$ cat config.mk
export PLATFORM = sky130hd
export DESIGN_NAME = ibr_bridge
export DESIGN_NICKNAME = d
export VERILOG_FILES = /design/src/rtl/ibr_pkg.sv /design/src/rtl/ibr_lane_sel.sv /design/src/rtl/ibr_xfer_ctl.sv /design/src/rtl/ibr_irq_ctl.sv /design/src/rtl/ibr_bridge.sv
export SDC_FILE = /design/constraint.sdc
export NUM_CORES = 1
export LEC_CHECK = 0
export ABC_AREA = 1
export BUFFER_PORTS_ARGS = -buffer_cell sky130_fd_sc_hd__buf_2
export CAP_MARGIN = 25
export CORE_MARGIN = 2
export CORE_UTILIZATION = 36
export DETAILED_ROUTE_END_ITERATION = 7
export PLACE_DENSITY = 0.55
export SYNTH_ARGS = -nofsm -noshare
export SYNTH_HDL_FRONTEND = slang
export SYNTH_SLANG_ARGS = --single-unit
$ cat constraint.sdc
create_clock -name clk -period 3.05 [get_ports clk]
set_input_delay 0.61 -clock clk [delete_from_list [all_inputs] [get_ports clk]]
set_output_delay 0.61 -clock clk [all_outputs]
set_load 0.005 [all_outputs]
$ cat src/rtl/ibr_pkg.sv
package ibr_pkg;
  // register byte offsets
  localparam logic [7:0] OFS_ID    = 8'h00;
  localparam logic [7:0] OFS_CMD   = 8'h04;
  localparam logic [7:0] OFS_LDATA = 8'h08;
  localparam logic [7:0] OFS_UDATA = 8'h0C;
  localparam logic [7:0] OFS_IEN   = 8'h10;
  localparam logic [7:0] OFS_IFLG  = 8'h14;

  // command word fields
  localparam int CMD_BUSY_BIT = 31;
  localparam int CMD_SIZE_BIT = 25;
  localparam int CMD_DIR_BIT  = 24;
  localparam int CMD_UEN_LSB  = 20;
  localparam int CMD_LEN_LSB  = 16;
  localparam int LANES        = 4;
  localparam int LANE_W       = 8;

  // interrupt sources
  localparam int EVT_XFER = 0;
  localparam int EVT_SUB  = 1;
  localparam int EVT_N    = 2;

  typedef enum logic [2:0] {
    SEL_ID, SEL_CMD, SEL_LDATA, SEL_UDATA, SEL_IEN, SEL_IFLG, SEL_NONE
  } reg_sel_e;
endpackage

$ cat src/rtl/ibr_lane_sel.sv
module ibr_lane_sel #(
  parameter int LANES  = 4,
  parameter int LANE_W = 8
) (
  input  logic [LANES-1:0]        en_i,
  input  logic [LANES*LANE_W-1:0] word_i,
  input  logic [LANE_W-1:0]       byte_i,
  output logic [LANE_W-1:0]       byte_o,
  output logic [LANES*LANE_W-1:0] word_o
);
  localparam int IDX_W = (LANES > 1) ? $clog2(LANES) : 1;

  logic [IDX_W-1:0] idx;

  // lowest enabled lane wins, lane 0 when none enabled
  always_comb begin
    idx = '0;
    for (int i = LANES - 1; i >= 0; i--) begin
      if (en_i[i]) idx = IDX_W'(i);
    end
  end

  assign byte_o = word_i[idx*LANE_W +: LANE_W];

  for (genvar g = 0; g < LANES; g++) begin : g_lane
    assign word_o[g*LANE_W +: LANE_W] = (idx == IDX_W'(g)) ? byte_i : '0;
  end
endmodule

$ cat src/rtl/ibr_xfer_ctl.sv
module ibr_xfer_ctl (
  input  logic clk,
  input  logic rst_n,
  input  logic start_i,
  input  logic ack_i,
  output logic busy_o,
  output logic done_o
);
  logic busy_q, busy_d;

  always_comb begin
    if (busy_q) busy_d = ~ack_i;
    else        busy_d = start_i;
  end

  always_ff @(posedge clk or negedge rst_n) begin
    if (!rst_n) busy_q <= 1'b0;
    else        busy_q <= busy_d;
  end

  assign busy_o = busy_q;
  assign done_o = busy_q & ack_i;
endmodule

$ cat src/rtl/ibr_irq_ctl.sv
module ibr_irq_ctl #(
  parameter int N = 2
) (
  input  logic         clk,
  input  logic         rst_n,
  input  logic         en_we,
  input  logic         flg_we,
  input  logic [N-1:0] wdata,
  input  logic [N-1:0] evt_i,
  output logic [N-1:0] en_o,
  output logic [N-1:0] flg_o,
  output logic         irq_o
);
  logic [N-1:0] en_q, en_d, flg_q, flg_d, clr;

  always_comb begin
    clr   = flg_we ? wdata : '0;
    flg_d = (flg_q & ~clr) | evt_i;
    en_d  = en_q;
    if (en_we) en_d = wdata;
  end

  always_ff @(posedge clk or negedge rst_n) begin
    if (!rst_n) begin
      en_q  <= '0;
      flg_q <= '0;
    end else begin
      en_q  <= en_d;
      flg_q <= flg_d;
    end
  end

  assign en_o  = en_q;
  assign flg_o = flg_q;
  assign irq_o = |(en_q & flg_q);
endmodule

$ cat src/rtl/ibr_bridge.sv
module ibr_bridge #(
  parameter int          BUS_ADDR_W = 5,
  parameter int          SUB_ADDR_W = 8,
  parameter logic [31:0] ID_VALUE   = 32'h1B5E_0001
) (
  input  logic                  clk,
  input  logic                  rst_n,
  input  logic                  bus_we,
  input  logic [BUS_ADDR_W-1:0] bus_addr,
  input  logic [31:0]           bus_wdata,
  output logic [31:0]           bus_rdata,
  output logic                  sub_req,
  output logic                  sub_we,
  output logic [SUB_ADDR_W-1:0] sub_addr,
  output logic [7:0]            sub_wdata,
  input  logic                  sub_ack,
  input  logic [7:0]            sub_rdata,
  input  logic                  sub_irq,
  output logic                  irq_o
);
  import ibr_pkg::*;

  localparam int WORD_W = LANES * LANE_W;
  localparam logic [BUS_ADDR_W-1:0] A_ID    = BUS_ADDR_W'(OFS_ID);
  localparam logic [BUS_ADDR_W-1:0] A_CMD   = BUS_ADDR_W'(OFS_CMD);
  localparam logic [BUS_ADDR_W-1:0] A_LDATA = BUS_ADDR_W'(OFS_LDATA);
  localparam logic [BUS_ADDR_W-1:0] A_UDATA = BUS_ADDR_W'(OFS_UDATA);
  localparam logic [BUS_ADDR_W-1:0] A_IEN   = BUS_ADDR_W'(OFS_IEN);
  localparam logic [BUS_ADDR_W-1:0] A_IFLG  = BUS_ADDR_W'(OFS_IFLG);

  // reset: asserted asynchronously, released on a clock edge
  logic rst_meta, rst_sync_n;
  always_ff @(posedge clk or negedge rst_n) begin
    if (!rst_n) begin
      rst_meta   <= 1'b0;
      rst_sync_n <= 1'b0;
    end else begin
      rst_meta   <= 1'b1;
      rst_sync_n <= rst_meta;
    end
  end

  // address decode
  reg_sel_e sel;
  always_comb begin
    sel = SEL_NONE;
    if      (bus_addr == A_ID)    sel = SEL_ID;
    else if (bus_addr == A_CMD)   sel = SEL_CMD;
    else if (bus_addr == A_LDATA) sel = SEL_LDATA;
    else if (bus_addr == A_UDATA) sel = SEL_UDATA;
    else if (bus_addr == A_IEN)   sel = SEL_IEN;
    else if (bus_addr == A_IFLG)  sel = SEL_IFLG;
  end

  logic busy, done;

  // write strobes; data path registers are frozen while busy
  logic cmd_we, ldata_we, udata_we, ien_we, iflg_we;
  always_comb begin
    cmd_we   = bus_we & (sel == SEL_CMD)   & ~busy;
    ldata_we = bus_we & (sel == SEL_LDATA) & ~busy;
    udata_we = bus_we & (sel == SEL_UDATA) & ~busy;
    ien_we   = bus_we & (sel == SEL_IEN);
    iflg_we  = bus_we & (sel == SEL_IFLG);
  end

  // command register
  logic                  cmd_size_q, cmd_dir_q;
  logic [LANES-1:0]      cmd_uen_q, cmd_len_q;
  logic [SUB_ADDR_W-1:0] cmd_addr_q;

  always_ff @(posedge clk or negedge rst_sync_n) begin
    if (!rst_sync_n) begin
      cmd_size_q <= 1'b0;
      cmd_dir_q  <= 1'b0;
      cmd_uen_q  <= '0;
      cmd_len_q  <= '0;
      cmd_addr_q <= '0;
    end else if (cmd_we) begin
      cmd_size_q <= bus_wdata[CMD_SIZE_BIT];
      cmd_dir_q  <= bus_wdata[CMD_DIR_BIT];
      cmd_uen_q  <= bus_wdata[CMD_UEN_LSB +: LANES];
      cmd_len_q  <= bus_wdata[CMD_LEN_LSB +: LANES];
      cmd_addr_q <= bus_wdata[SUB_ADDR_W-1:0];
    end
  end

  // lane selection shared by both directions
  logic [LANE_W-1:0] lane_byte;
  logic [WORD_W-1:0] rd_word;

  ibr_lane_sel #(.LANES(LANES), .LANE_W(LANE_W)) u_lane (
    .en_i   (cmd_len_q),
    .word_i (ldata_q),
    .byte_i (sub_rdata),
    .byte_o (lane_byte),
    .word_o (rd_word)
  );

  // data registers
  logic [WORD_W-1:0] ldata_q, ldata_d, udata_q;
  logic              ldata_en;

  always_comb begin
    ldata_en = ldata_we | (done & cmd_dir_q);
    ldata_d  = ldata_we ? bus_wdata : rd_word;
  end

  always_ff @(posedge clk or negedge rst_sync_n) begin
    if (!rst_sync_n)   ldata_q <= '0;
    else if (ldata_en) ldata_q <= ldata_d;
  end

  always_ff @(posedge clk or negedge rst_sync_n) begin
    if (!rst_sync_n)   udata_q <= '0;
    else if (udata_we) udata_q <= bus_wdata;
  end

  // transfer sequencing
  logic start;
  assign start = (cmd_we & bus_wdata[CMD_DIR_BIT]) | (ldata_we & ~cmd_dir_q);

  ibr_xfer_ctl u_xfer (
    .clk     (clk),
    .rst_n   (rst_sync_n),
    .start_i (start),
    .ack_i   (sub_ack),
    .busy_o  (busy),
    .done_o  (done)
  );

  assign sub_req   = busy;
  assign sub_we    = ~cmd_dir_q;
  assign sub_addr  = cmd_addr_q;
  assign sub_wdata = lane_byte;

  // interrupts
  logic [EVT_N-1:0] evt, ien_w, iflg_w;
  always_comb begin
    evt           = '0;
    evt[EVT_XFER] = done;
    evt[EVT_SUB]  = sub_irq;
  end

  ibr_irq_ctl #(.N(EVT_N)) u_irq (
    .clk    (clk),
    .rst_n  (rst_sync_n),
    .en_we  (ien_we),
    .flg_we (iflg_we),
    .wdata  (bus_wdata[EVT_N-1:0]),
    .evt_i  (evt),
    .en_o   (ien_w),
    .flg_o  (iflg_w),
    .irq_o  (irq_o)
  );

  // read mux
  logic [31:0] cmd_word;
  always_comb begin
    cmd_word                          = '0;
    cmd_word[CMD_BUSY_BIT]            = busy;
    cmd_word[CMD_SIZE_BIT]            = cmd_size_q;
    cmd_word[CMD_DIR_BIT]             = cmd_dir_q;
    cmd_word[CMD_UEN_LSB +: LANES]    = cmd_uen_q;
    cmd_word[CMD_LEN_LSB +: LANES]    = cmd_len_q;
    cmd_word[SUB_ADDR_W-1:0]          = cmd_addr_q;
  end

  always_comb begin
    bus_rdata = '0;
    case (sel)
      SEL_ID:    bus_rdata = ID_VALUE;
      SEL_CMD:   bus_rdata = cmd_word;
      SEL_LDATA: bus_rdata = ldata_q;
      SEL_UDATA: bus_rdata = udata_q;
      SEL_IEN:   bus_rdata[EVT_N-1:0] = ien_w;
      SEL_IFLG:  bus_rdata[EVT_N-1:0] = iflg_w;
      default:   bus_rdata = '0;
    endcase
  end
endmodule

==> impl_results.md <==
* Fin crit period at about 2.6 ns
* H-tree depth at 3
* CTS buffer count at 9
* R2R setup slack at 1.35 ns
* Design area at approximately 5700 um^2
* Ys async rst share at 100%
* Critical R2R Launch: u_xfer.busy_o
* Post-Syn Area at ~4700 um^2
* Crit-path slowest cell: nor2_2
* EDFF count, synth at 0
* Top cell by count, worst path: nand3_1
* Initial antenna violation count at 0
* Ant diodes at 0
* CP Capture Point: sub_wdata[1]
* Net Sw Frac at a little under a third
* Critical path origin: cmd_len_q[0]
* Post-route ant nets at 0
* Pleak at roughly 3 nW
* Post-Synthesis Cells at roughly 630
* DR DRC count at 0
* Share of post-route cells with drive strength above 1 at between 20% and 30%
* Starting density of the core at 37.2%
* PwrDens at around 630 nW/um^2
* Grt met2 use at between 30% and 40%
* Ys flop type: dfrtp_1
* CP peak stage delay at approximately 0.55 ns
* Clock slew at reported path FFs at 0.07 ns
* Period utilisation layout at 84.6%
* Max Cap Viol at 0
* Avg Cell Area, Syn at 7.50 um^2
* Cell count after placement at slightly below 900
* Synth top cells by count: nand2_1 (225), nand3_1 (105), dfrtp_1 (89)
* Post-synth top area cell: dfrtp_1
* Clock share of power at 34.4%
* Area growth syn-to-layout at 19.6%
* Int Power at 2.44 mW
* Clock root cell: clkbuf_16
* Pin count of the biggest net entering global routing at between 60 and 70
* Placer Congestion at slightly below 0.9
* Final Hold Violating Endpoints at 0
* Critical R2R Capture: sub_addr[6]
* CP Cell Sequence: inv_2 -> nand3_1 -> nor2_2 -> nand2_1 -> nand3_1 -> buf_2
* Worst-path fanout max at 16
* CTS sink cnt at just under 90
* Fin cells at about 900
* Yosys reg bits at 89
* DR vias at approximately 4600
* Max Slew Vio Count at 0
* PortBufs at 100
* Site row count at 41
* Most common cell in the netlist: nand2_1
* Worst-Skew Late Latency at 0.35 ns
* Status: completed
* CTS tree: done
* Chip Width at between 100 and 150 um
* Share of the synthesized area in the top cell type at between 40% and 50%
* Number of DRC markers in iteration 0 at between 400 and 500
* Worst r2r path cells at 4
* Combinational share of power at between 20% and 30%
* Total Routed Length at 14.8 mm
* Post-CTS resize count at 0
* Setup TNS at 0 ns
* Worst-Margin Slew at between 0.8 and 0.9 ns
* Synthesized Nets at around 700
* Post-CTS Hold Fix Bufs at 0
* GRT Total Usage at a little over a fifth
* Final HPWL DP at slightly above 10 mm
* Die area at 14100 um^2
* Worst vdd ir at 222 uV
* Slew HR at 42.5%
* GR peak layer: met2
* Nets at approximately 770
* Met1 Usage GRT at a little under a third
* YS warnings at 0
* Critical Path RT at ~2.4 ns
* Sequential area share after synthesis at 47.0%
* Mean routed wirelength per cell at 16.6 um
* DR vias/cell at 5.11
* Top cells by area, synth: dfrtp_1 (47%), nand2_1 (18%), nand3_1 (11%)
* Highest clock rate at slightly below 400 MHz
* Clk_skew at between 0.007 and 0.008 ns
* Psw at approximately 1.1 mW
* # setup viols final at 0
* Number of global-route vias before repair at between 4000 and 5000
* Hold Path Class: in2async
* Post-synth cell types at 24
* Post-CTS Setup Inserts at 0
* RSZ-0062 raised after global routing: false
* Area after DPL at around 5300 um^2
* Core area at approximately 13000 um^2
* Chip height at between 100 and 150 um
* Bufs on Longest Clock Path at 2
* CP arrival at slightly below 2 ns
* Initial DRT Pass Iterations at 5
* Total global routing overflow at 0
* Kind of critical path: reg2out
* Startpoint types: flip-flop
* I/O pins at around 100
* Crit end category: primary output
* Share of power burned in registers at ~45%
* First-pass GRT wire length at around 24 mm
* M3 GR Usage at ~3.2%
==> sequential cells by signal, indices dropped and copies added, names as in the netlist, 2 cells and up <==
| name | count |
|---|---|
| cmd_len_q | 4 |
| cmd_uen_q | 4 |
| ldata_q | 32 |
| sub_addr | 8 |
| u_irq.en_o | 2 |
| u_irq.flg_o | 2 |
| udata_q | 32 |
==> cell usage in the layout (no fill, tap or decap), types with 2 or more instances in the layout <==
cell type / n
inv_1: 46
buf_2: 100
a22o_1: 4
nor2_4: 5
nand2_2: 3
o21ai_1: 28
o21ai_0: 19
nand2_1: 225
dfrtp_1: 88
nand4_1: 40
clkbuf_1: 2
bufinv_16: 2
inv_2: 6
o211ai_1: 6
nor2_1: 5
clkinv_1: 6
nor2_2: 4
buf_4: 9
clkbuf_16: 9
nand3_1: 105
==> routing by layer <==
layer / routed length [um] / vias up
li1: - / 2253
met2: 6670 / 137
met4: 308 / 0
met1: 7150 / 2152
met5: 0 / -
met3: 697 / 19
==> worst min-delay path by stage <==
stage | cells past startpoint | end | from
6_report | 1 | rst_sync_n | rst_n
5_1_grt | 1 | rst_meta | rst_n
4_1_cts | 1 | rst_sync_n | rst_n
2_1_floorplan | 0 | rst_meta | rst_n
3_5_place_dp | 0 | rst_sync_n | rst_meta
3_3_place_gp | 0 | rst_sync_n | rst_meta
==> worst max-delay path, delay by kind of cell, from the launching register on <==
family	cells	cell delay, ns
buffers and inverters	2	0.24
AND/OR/NAND/NOR	4	0.98
flip-flops	1	0.41
==> power groups by stage <==
stage	Combinational (mW)	Clock (mW)	Sequential, mW
floorplan	0.462	0	1.56
global placement	0.731	0	1.60
finish	0.738	1.22	1.59
CTS	0.744	1.24	1.59
global route	0.843	1.30	1.62
detailed placement	0.741	0	1.61
==> through the flow <==
step	setup WS (ns)	utilization [%]	power [mW]	hold WS, ns
after global routing	0.350	44.5	3.76	0.0348
after floorplan	0.388	-	2.02	0.314
after CTS	0.483	44.5	3.57	0.0290
after global placement	0.543	42.0	2.33	0.339
final	0.469	44.5	3.55	0.0410
after detailed placement	0.522	42.0	2.35	0.343
==> cell type report <==
type                    instances  area (um^2)
clock buffers                  12          246
multi-input cells             448         2090
repair buffers                110          588
fillers                      1378         7060
inverters                      58          218
clock inverters                 4         76.3
well taps                     172          215
flip-flops and latches         89         2230
==> cell families (layout without fill, tap and decap cells) <==
group | count (synthesis) | after routing | synth area share [%]
other | 1 | 1 | 0.0792
and+or+nand+nor | 389 | 389 | 37.1
buffers and inverters | 95 | 184 | 8.93
AOI/OAI and AO/OA | 58 | 58 | 6.92
DFF | 89 | 89 | 47.0
Note: power is estimated with default switching activity, not from simulation.
